`src/rtl/pwm_aq_pkg.sv`:
```
package pwm_aq_pkg;
  localparam int ACT_W = 10;
  localparam int FRC_W = 4;

  typedef enum logic [1:0] {
    AQ_NONE   = 2'b00,
    AQ_LOW    = 2'b01,
    AQ_HIGH   = 2'b10,
    AQ_TOGGLE = 2'b11
  } aq_code_e;

  typedef enum logic [1:0] {
    RLD_ZERO = 2'b00,
    RLD_PRD  = 2'b01,
    RLD_BOTH = 2'b10,
    RLD_IMM  = 2'b11
  } rld_mode_e;

  // highest-priority occurring event with a non-zero code
  function automatic logic [1:0] pick_code(input logic z, input logic p, input logic c,
                                           input logic [1:0] cz, input logic [1:0] cp,
                                           input logic [1:0] cc);
    if (c && cc != AQ_NONE) return cc;
    else if (p && cp != AQ_NONE) return cp;
    else if (z && cz != AQ_NONE) return cz;
    else return AQ_NONE;
  endfunction

  function automatic logic apply_code(input logic [1:0] code, input logic cur);
    case (code)
      AQ_LOW:    return 1'b0;
      AQ_HIGH:   return 1'b1;
      AQ_TOGGLE: return ~cur;
      default:   return cur;
    endcase
  endfunction

  function automatic logic force_on(input logic [1:0] f);
    return (f == 2'b01) || (f == 2'b10);
  endfunction

  function automatic logic reload_hit(input logic [1:0] mode, input logic z, input logic p);
    case (mode)
      RLD_ZERO: return z;
      RLD_PRD:  return p;
      RLD_BOTH: return z | p;
      default:  return 1'b1;
    endcase
  endfunction
endpackage

```
`src/rtl/pwm_aq_force.sv`:
```
module pwm_aq_force
  import pwm_aq_pkg::*;
(
  input  logic             clk,
  input  logic             rst_n,
  input  logic             tick,
  input  logic             zero_evt,
  input  logic             prd_evt,
  input  logic [FRC_W-1:0] frc_req,
  input  logic [1:0]       rld_sel,
  output logic [FRC_W-1:0] frc_eff
);
  logic [FRC_W-1:0] frc_act;
  logic             load_now;

  assign load_now = tick && reload_hit(rld_sel, zero_evt, prd_evt);
  assign frc_eff  = load_now ? frc_req : frc_act;

  always_ff @(posedge clk) begin
    if (!rst_n)        frc_act <= '0;
    else if (load_now) frc_act <= frc_req;
  end

  // immediate reload copies the request on every tick
  p_imm_load_r9: assert property (@(posedge clk) disable iff (!rst_n)
    (tick && rld_sel == 2'b11) |=> (frc_act == $past(frc_req)));

  // zero-only reload holds the active force between zero events
  p_zero_hold_r8: assert property (@(posedge clk) disable iff (!rst_n)
    (rld_sel == 2'b00 && !(tick && zero_evt)) |=> $stable(frc_act));
endmodule

```
`src/rtl/pwm_aq_chan.sv`:
```
module pwm_aq_chan
  import pwm_aq_pkg::*;
#(
  parameter int CNT_W = 16
) (
  input  logic             clk,
  input  logic             rst_n,
  input  logic             tick,
  input  logic [CNT_W-1:0] cnt,
  input  logic             cnt_up,
  input  logic             zero_evt,
  input  logic             prd_evt,
  input  logic [CNT_W-1:0] cmp,
  input  logic [1:0]       code_zro,
  input  logic [1:0]       code_prd,
  input  logic [1:0]       code_cmp,
  input  logic [1:0]       frc_code,
  output logic             pwm
);
  logic       cmp_hit;
  logic [1:0] sel_code;
  logic       frc_active;
  logic       out_q;
  logic       out_d;

  assign cmp_hit    = cnt_up && (cnt == cmp);
  assign sel_code   = pick_code(zero_evt, prd_evt, cmp_hit, code_zro, code_prd, code_cmp);
  assign frc_active = force_on(frc_code);
  assign out_d      = frc_active ? frc_code[1] : apply_code(sel_code, out_q);
  assign pwm        = out_q;

  always_ff @(posedge clk) begin
    if (!rst_n)    out_q <= 1'b0;
    else if (tick) out_q <= out_d;
  end

  p_no_tick_r6: assert property (@(posedge clk) disable iff (!rst_n)
    !tick |=> $stable(pwm));

  p_force_low_r7: assert property (@(posedge clk) disable iff (!rst_n)
    (tick && frc_code == 2'b01) |=> !pwm);

  p_force_high_r7: assert property (@(posedge clk) disable iff (!rst_n)
    (tick && frc_code == 2'b10) |=> pwm);

  p_down_hold_r4: assert property (@(posedge clk) disable iff (!rst_n)
    (tick && !cnt_up && cnt == cmp && !zero_evt && !prd_evt && !frc_active) |=> $stable(pwm));

  p_cmp_low_r2: assert property (@(posedge clk) disable iff (!rst_n)
    (tick && cmp_hit && code_cmp == 2'b01 && !frc_active) |=> !pwm);
endmodule

```
`src/rtl/pwm_action_qual.sv`:
```
module pwm_action_qual
  import pwm_aq_pkg::*;
#(
  parameter int CNT_W = 16
) (
  input  logic             clk,
  input  logic             rst_n,
  input  logic             tick,
  input  logic [CNT_W-1:0] cnt,
  input  logic             cnt_up,
  input  logic             zero_evt,
  input  logic             prd_evt,
  input  logic [CNT_W-1:0] cmp_a,
  input  logic [CNT_W-1:0] cmp_b,
  input  logic [ACT_W-1:0] act_a,
  input  logic [ACT_W-1:0] act_b,
  input  logic [FRC_W-1:0] frc_req,
  input  logic [1:0]       rld_sel,
  output logic             pwm_a,
  output logic             pwm_b
);
  localparam int NUM_CH = 2;

  logic [FRC_W-1:0] frc_eff;
  logic [CNT_W-1:0] cmp_v  [NUM_CH];
  logic [ACT_W-1:0] act_v  [NUM_CH];
  logic [1:0]       ccmp_v [NUM_CH];
  logic             pwm_v  [NUM_CH];
  logic             unused_bits;

  assign cmp_v[0]  = cmp_a;
  assign cmp_v[1]  = cmp_b;
  assign act_v[0]  = act_a;
  assign act_v[1]  = act_b;
  // channel A compare code at bits 5:4, channel B at bits 9:8
  assign ccmp_v[0] = act_a[5:4];
  assign ccmp_v[1] = act_b[9:8];
  assign unused_bits = ^{act_a[9:6], act_b[7:4]};

  pwm_aq_force u_force (
    .clk      (clk),
    .rst_n    (rst_n),
    .tick     (tick),
    .zero_evt (zero_evt),
    .prd_evt  (prd_evt),
    .frc_req  (frc_req),
    .rld_sel  (rld_sel),
    .frc_eff  (frc_eff)
  );

  for (genvar g = 0; g < NUM_CH; g++) begin : g_ch
    pwm_aq_chan #(.CNT_W(CNT_W)) u_chan (
      .clk      (clk),
      .rst_n    (rst_n),
      .tick     (tick),
      .cnt      (cnt),
      .cnt_up   (cnt_up),
      .zero_evt (zero_evt),
      .prd_evt  (prd_evt),
      .cmp      (cmp_v[g]),
      .code_zro (act_v[g][1:0]),
      .code_prd (act_v[g][3:2]),
      .code_cmp (ccmp_v[g]),
      .frc_code (frc_eff[2*g +: 2]),
      .pwm      (pwm_v[g])
    );
  end

  assign pwm_a = pwm_v[0];
  assign pwm_b = pwm_v[1];

  // out of reset, with nothing forcing and no actions, outputs stay low
  p_reset_low_r1: assert property (@(posedge clk)
    !rst_n |=> (!pwm_a && !pwm_b));
endmodule

```
`config.mk`:
```
export PLATFORM = sky130hd
export DESIGN_NAME = pwm_action_qual
export DESIGN_NICKNAME = d
export VERILOG_FILES = /design/src/rtl/pwm_aq_pkg.sv /design/src/rtl/pwm_aq_force.sv /design/src/rtl/pwm_aq_chan.sv /design/src/rtl/pwm_action_qual.sv
export SDC_FILE = /design/constraint.sdc
export NUM_CORES = 1
export LEC_CHECK = 0
export BUFFER_PORTS_ARGS = -buffer_cell sky130_fd_sc_hd__buf_2
export CAP_MARGIN = 30
export CELL_PAD_IN_SITES_DETAIL_PLACEMENT = 0
export CELL_PAD_IN_SITES_GLOBAL_PLACEMENT = 2
export CORE_UTILIZATION = 20
export DETAILED_ROUTE_END_ITERATION = 10
export GPL_TIMING_DRIVEN = 1
export MAX_ROUTING_LAYER = met4
export PLACE_DENSITY = 0.85
export SLEW_MARGIN = 10
export SYNTH_ARGS = -nofsm -noshare
export SYNTH_HDL_FRONTEND = slang
export SYNTH_SLANG_ARGS = --single-unit
```
`constraint.sdc`:
```
create_clock -name clk -period 4.55 [get_ports clk]
set_input_delay 0.2275 -clock clk [delete_from_list [all_inputs] [get_ports clk]]
set_output_delay 0.2275 -clock clk [all_outputs]
set_load 0.005 [all_outputs]
```
==> impl_metrics.py, run 1 <==
metrics = {
    "worst_setup_path": {
        "crit_arrival_ns": 2.35,
        "worst-endpoint-required_ns": 4.65,
        "max_stage_delay_ns": 0.37,
        "cp_slowest_cell": "mux2_1",
        "crit_chain": "buf_2, xnor2_1, nand2_1, a2111oi_0, nand4_1, mux2_1, ha_1, nor2b_1, o21ai_0, o211ai_1, nand3_1, mux2i_1",
        "start_kind": "input port",
        "worst-path-max-fanout": 4,
        "cpLargestDelayFamily": "compound AO/OA/AOI/OAI gates",
        "path_buf_inv": 1,
        "cp-end-kind": "register",
        "critPathKind": "in -> reg",
    },
    "route": {
        "final_antenna_net_count": 0,
        "route.detailed.wl_per_inst_um": 10.5,
        "drtPass1Iterations": 4,
        "drt_iter0_drc": 13,
        "drc": 0,
        "vias": 1124,
        "finalWirelength_mm": 2.84,
        "viasPerCell": 4.16,
    },
    "timing": {
        "rsz0062_at_grt": "no",
        "fmax_mhz": 443,
        "fin_tns_setup_ns": 0,
        "hold_viol": 0,
        "fin_skew_ns": 0.0000521,
        "hold_slack_ns": 0.276,
        "drv_slew": 0,
        "period_share": 0.496,
        "maxSlewHeadroom": 0.701,
        "setup_viol": 0,
        "tightestPinTransition_ns": 0.438,
        "period_minus_slack_ns": 2.26,
    },
    "layout": {
        "fin_nets": 289,
        "finalNonFillerCells": 270,
        "drive_gt1_frac": 0.414,
        "syn_to_final_growth_pct": 48.1,
        "stdcell_area_sq_mm": 0.00148,
        "antenna_cells": 0,
    },
    "clock_tree": {
        "numClockSinks": 6,
        "clk_path_buf_depth": 2,
        "cts.clk_slew.worst_paths_ns": 0.04,
        "cts_resized": 0,
        "cts_buffers": 3,
        "htreeDepth": 1,
        "cts_tree": "built",
        "hold_buffers": 0,
        "clockRootBuffer": "clkbuf_8",
        "insertion_delay_ns": 0.22,
        "cts_setup_buffers": 0,
    },
    "yosys": {
        "seq_area_frac_synth": 0.120,
        "ys_top_cells_by_area": "xnor2_1, dfxtp_1, nand2_1",
        "yosysWarningCount": 0,
        "synth_top_area_share": 0.290,
        "syn_area_sq_um": 997,
        "yosysTopAreaCell": "xnor2_1",
        "ys_seq_elements": 6,
        "synth_area_per_cell_sq_um": 7.79,
        "synthCells": 128,
        "synth_cell_type_count": 26,
        "syn_nets": 212,
    },
    "placement": {
        "dp_hpwl_mm": 2.50,
        "placed_area_sq_mm": 0.00144,
        "gp_congestion": 0.782,
        "io_buffers": 73,
        "dp_cells": 267,
    },
    "outcome": {
        "outcome": "finished clean",
    },
    "floorplan": {
        "design.core.area_sq_mm": 0.00475,
        "start_util": 0.210,
        "rows": 25,
        "die_height_um": 72.6,
        "dieArea_sq_mm": 0.00527,
        "io_pins": 82,
        "die_w_um": 72.6,
    },
    "grt": {
        "overflow": 0,
        "grt_pass1_vias": 1036,
        "grt_pass1_wl_mm": 4.44,
        "grt_max_degree": 9,
        "antenna_found_initial": 0,
        "grt_usage": 0.109,
    },
    "power": {
        "max-vdd-ir-drop_mv": 0.149,
        "p_total_w": 0.000258,
        "p_leak_nw": 0.665,
        "powerDensity_mw_per_mm2": 175,
    },
    "flow_run": {
        "cap_violations": 0,
    },
    "worst_hold_path": {
        "hold_path.class": "in -> reg",
    },
}
sequential cells by signal (all words and copies together) (netlist names):
register         count
g_ch.u_chan.pwm      2
u_force.frc_act      4
per-layer routing:
metal	track usage	vias to the layer above	wire length [um]
met2	0.186	55	1260
met5	-	-	0
li1	-	603	-
met1	0.137	466	1330
met3	0.0166	0	249
met4	0.0196	0	0
final cells by class:
| class | count | area (sq um) |
|---|---|---|
| Clock buffer | 3 | 41.3 |
| Fill cell | 563 | 3280 |
| Inverter | 4 | 15.0 |
| Multi-Input combinational cell | 117 | 851 |
| Sequential cell | 6 | 120 |
| Tap cell | 67 | 83.8 |
| Timing Repair Buffer | 73 | 365 |
logic make-up (layout without fill, tap and decap cells):
family | after synthesis | after routing | synth area share
multiplexers | 8 | 8 | 0.0853
AO/OA/AOI/OAI | 18 | 18 | 0.143
buffers and inverters | 5 | 80 | 0.0263
AND/OR/NAND/NOR | 54 | 54 | 0.285
adder cells (fa/ha/maj) | 4 | 4 | 0.0502
flip-flops | 6 | 6 | 0.120
XOR/XNOR | 33 | 33 | 0.290
metrics by stage:
stage | worst slack [ns] | utilization
after global routing | 1.95 | 0.311
after floorplan | 2.40 | -
after detailed placement | 1.97 | 0.302
after CTS | 2.20 | 0.311
final | 2.29 | 0.311
after global placement | 1.97 | 0.302
power by group:
part,total [W],internal [W],switching [W],leakage (nW)
Clock,0.0000790,0.0000568,0.0000222,0.0216
Combinational,0.000119,0.0000641,0.0000545,0.594
Sequential,0.0000610,0.0000571,0.00000381,0.0493
final timing paths:
| kind | end | slack, ns | depth (start not counted) | from |
|---|---|---|---|---|
| max reg2reg | g_ch[0].u_chan.pwm | 3.40 | 4 | u_force.frc_act[1] |
| min reg2reg | g_ch[1].u_chan.pwm | 0.49 | 2 | g_ch[1].u_chan.pwm |
| min | u_force.frc_act[0] | 0.28 | 3 | frc_req[0] |
| max | g_ch[1].u_chan.pwm | 2.29 | 12 | cnt[8] |
synthesized netlist by cell type:
library cell / count
xnor2_1: 33
nand2_1: 20
nand3_1: 8
dfxtp_1: 6
nand4_1: 6
nor3_1: 6
nor2_1: 5
a21boi_0: 4
ha_1: 4
mux2i_1: 4
nor2b_1: 4
o21ai_0: 4
inv_1: 3
mux2_1: 3
o211ai_1: 3
a2111oi_0: 2
nor2_4: 2
o21ai_1: 2
o41ai_2: 2
a211o_2: 1
and3_1: 1
buf_6: 1
clkinv_1: 1
mux2_2: 1
nand3_4: 1
or3b_4: 1
worst min-delay path, cell delays in order:
cell and delay [ns]:
buf_2 0.11, nand2_1 0.05, a21boi_0 0.06
placed cells by master, fill, tap and decap left out, types with 2 or more instances in the layout:
| cell type | Yosys | layout |
|---|---|---|
| a2111oi_0 | 2 | 2 |
| nand3_1 | 8 | 8 |
| buf_2 | 0 | 73 |
| o211ai_1 | 3 | 3 |
| mux2_1 | 3 | 3 |
| clkbuf_8 | 0 | 3 |
| o21ai_0 | 4 | 4 |
| nand2_1 | 20 | 20 |
| ha_1 | 4 | 4 |
| dfxtp_1 | 6 | 6 |
| nor2_1 | 5 | 5 |
| nand4_1 | 6 | 6 |
| nor3_1 | 6 | 6 |
| inv_1 | 3 | 3 |
| xnor2_1 | 33 | 33 |
| o21ai_1 | 2 | 2 |
| mux2i_1 | 4 | 4 |
| nor2_4 | 2 | 2 |
| nor2b_1 | 4 | 4 |
| o41ai_2 | 2 | 2 |
| a21boi_0 | 4 | 4 |
Note: power is estimated with default switching activity, not from simulation.
==> run 2: changes to the inputs <==
--- a/config.mk
+++ b/config.mk
@@ -9,11 +9,11 @@
 export CAP_MARGIN = 30
 export CELL_PAD_IN_SITES_DETAIL_PLACEMENT = 0
 export CELL_PAD_IN_SITES_GLOBAL_PLACEMENT = 2
-export CORE_UTILIZATION = 20
+export CORE_UTILIZATION = 19
 export DETAILED_ROUTE_END_ITERATION = 10
 export GPL_TIMING_DRIVEN = 1
 export MAX_ROUTING_LAYER = met4
-export PLACE_DENSITY = 0.85
+export PLACE_DENSITY = 0.82
 export SLEW_MARGIN = 10
 export SYNTH_ARGS = -nofsm -noshare
 export SYNTH_HDL_FRONTEND = slang
==> constraint.sdc (replaced) <==
create_clock -name clk -period 2.3 [get_ports clk]
set_input_delay 0.115 -clock clk [delete_from_list [all_inputs] [get_ports clk]]
set_output_delay 0.115 -clock clk [all_outputs]
set_load 0.005 [all_outputs]
==> run 2 against run 1 <==
Critical path depth rose by 1; sequential share of layout area fell by 0.48 points; combinational power rose by 110%; cell area rose by 6.3%; routed wire length rose by 6.0%; clock skew barely moved; sequential power rose by 98%; die area rose by 5.1%.
==> impl_metrics.py, run 2 (synthesis gave the netlist of run 1 again) <==
metrics = {
    "placement": {
        "io_buffers": 73,
        "gp_congestion": 0.775,
        "dp_hpwl_mm": 2.58,
    },
    "floorplan": {
        "die_w_um": 74.4,
        "die_height_um": 74.4,
        "start_util": 0.196,
        "design.core.area_sq_mm": 0.00507,
        "io_pins": 82,
        "rows": 26,
        "dieArea_sq_mm": 0.00554,
    },
    "worst_setup_path": {
        "r2r-start": "u_force.frc_act[2]",
        "cp-end-kind": "register",
        "critPathKind": "in -> reg",
        "startpoint": "cnt[12]",
        "start_kind": "input port",
        "worst-path-max-fanout": 4,
        "crit_arrival_ns": 2.19,
        "worst-endpoint-required_ns": 2.41,
    },
    "layout": {
        "fin_nets": 296,
        "largest_register_ffs": 4,
        "fin_util": 0.309,
        "final_common_cell": "buf_2",
        "largest-register": "u_force.frc_act",
        "syn_to_final_growth_pct": 57.3,
        "drive_gt1_frac": 0.467,
        "antenna_cells": 0,
        "final_cell_mix": "buf_2, xnor2_1, nand2_1",
    },
    "route": {
        "final_antenna_net_count": 0,
        "vias": 1184,
        "drt_iter0_drc": 20,
        "drtPass1Iterations": 6,
        "drc": 0,
        "viasPerCell": 4.23,
        "route.detailed.wl_per_inst_um": 10.8,
        "finalWirelength_mm": 3.02,
    },
    "grt": {
        "grt_pass1_wl_mm": 4.42,
        "grt_max_degree": 9,
        "overflow": 0,
        "antenna_found_initial": 0,
        "grt_usage": 0.107,
        "grt_pass1_vias": 1066,
    },
    "clock_tree": {
        "clk_path_buf_depth": 2,
        "insertion_delay_ns": 0.23,
        "numClockSinks": 6,
        "cts_buffers": 3,
        "cts.clk_slew.worst_paths_ns": 0.04,
        "cts_tree": "built",
        "cts_setup_buffers": 0,
        "htreeDepth": 1,
        "hold_buffers": 0,
        "clockRootBuffer": "clkbuf_8",
    },
    "outcome": {
        "outcome": "finished clean",
    },
    "timing": {
        "fin_tns_setup_ns": 0,
        "maxSlewHeadroom": 0.721,
        "fin_skew_ns": 0.000173,
        "drv_slew": 0,
        "period_share": 0.907,
        "setup_viol": 0,
        "fmax_mhz": 479,
        "rsz0062_at_grt": "no",
        "hold_viol": 0,
        "tightestPinTransition_ns": 0.419,
        "period_minus_slack_ns": 2.09,
    },
    "flow_run": {
        "cap_violations": 0,
    },
    "power": {
        "max-vdd-ir-drop_mv": 0.271,
        "powerDensity_mw_per_mm2": 344,
        "p_total_w": 0.000540,
        "p_leak_nw": 0.707,
    },
    "worst_hold_path": {
        "hold_path.class": "in -> reg",
        "min_from": "frc_req[0]",
    },
}
-- run 2: cell count changes in the layout (fill, tap and decap cells not counted), sizes merged --
cell  delta
buf      +7
-- run 2: path summary, 6_finish.rpt --
path                             end  slack, ns  depth (start not counted)
setup / recovery  g_ch[1].u_chan.pwm       0.21                         13
hold / removal    u_force.frc_act[0]       0.16                          3
setup reg to reg  g_ch[1].u_chan.pwm       1.16                          4
hold reg to reg   g_ch[0].u_chan.pwm       0.49                          2
-- run 2: layer usage --
metal / share of wire / track usage
met5: 0 / -
met4: 0.010 / 0.0377
met3: 0.10 / 0.0122
met2: 0.43 / 0.184
met1: 0.46 / 0.129
-- run 2: per-stage QoR --
stage | cell area, sq um | hold slack, ns | worst slack, ns | std cells
floorplan | 997 | 0.260 | 0.266 | 128
global placement | 1490 | 0.396 | -0.206 | 277
detailed placement | 1490 | 0.402 | -0.181 | 277
CTS | 1530 | 0.160 | 0.0499 | 280
global route | 1570 | 0.188 | 0.00882 | 280
finish | 1570 | 0.160 | 0.214 | 280
-- run 2: power breakdown --
part	leakage, nW	internal [W]	switching [W]
Combinational	0.636	0.000138	0.000115
Sequential	0.0493	0.000113	0.00000801
Clock	0.0216	0.000113	0.0000535
-- run 2: area by class of cell --
type / count / area [sq um]
fill: 562 / 3510
multi-input combinational: 117 / 887
timing repair buffer: 80 / 418
sequential: 6 / 120
tap: 70 / 87.6
clock buffer: 3 / 41.3
inverter: 4 / 15.0
-- run 2: repair_timing --
action / 4_1_cts / 5_1_grt
hold endpoints to repair: 0 / 0
endpoints found under the setup margin: 0 / 2
resized for setup: 0 / 11
-- run 2: worst max-delay path, cell delays in order --
cell      delay (ns)
buf_2           0.11
buf_4           0.13
xnor2_1         0.13
nand4_1         0.11
nor3_1          0.20
nand4_1         0.23
mux2_4          0.36
ha_1            0.22
nor2b_2         0.18
nor3_2          0.14
o211ai_1        0.09
nand3_1         0.11
mux2i_1         0.06
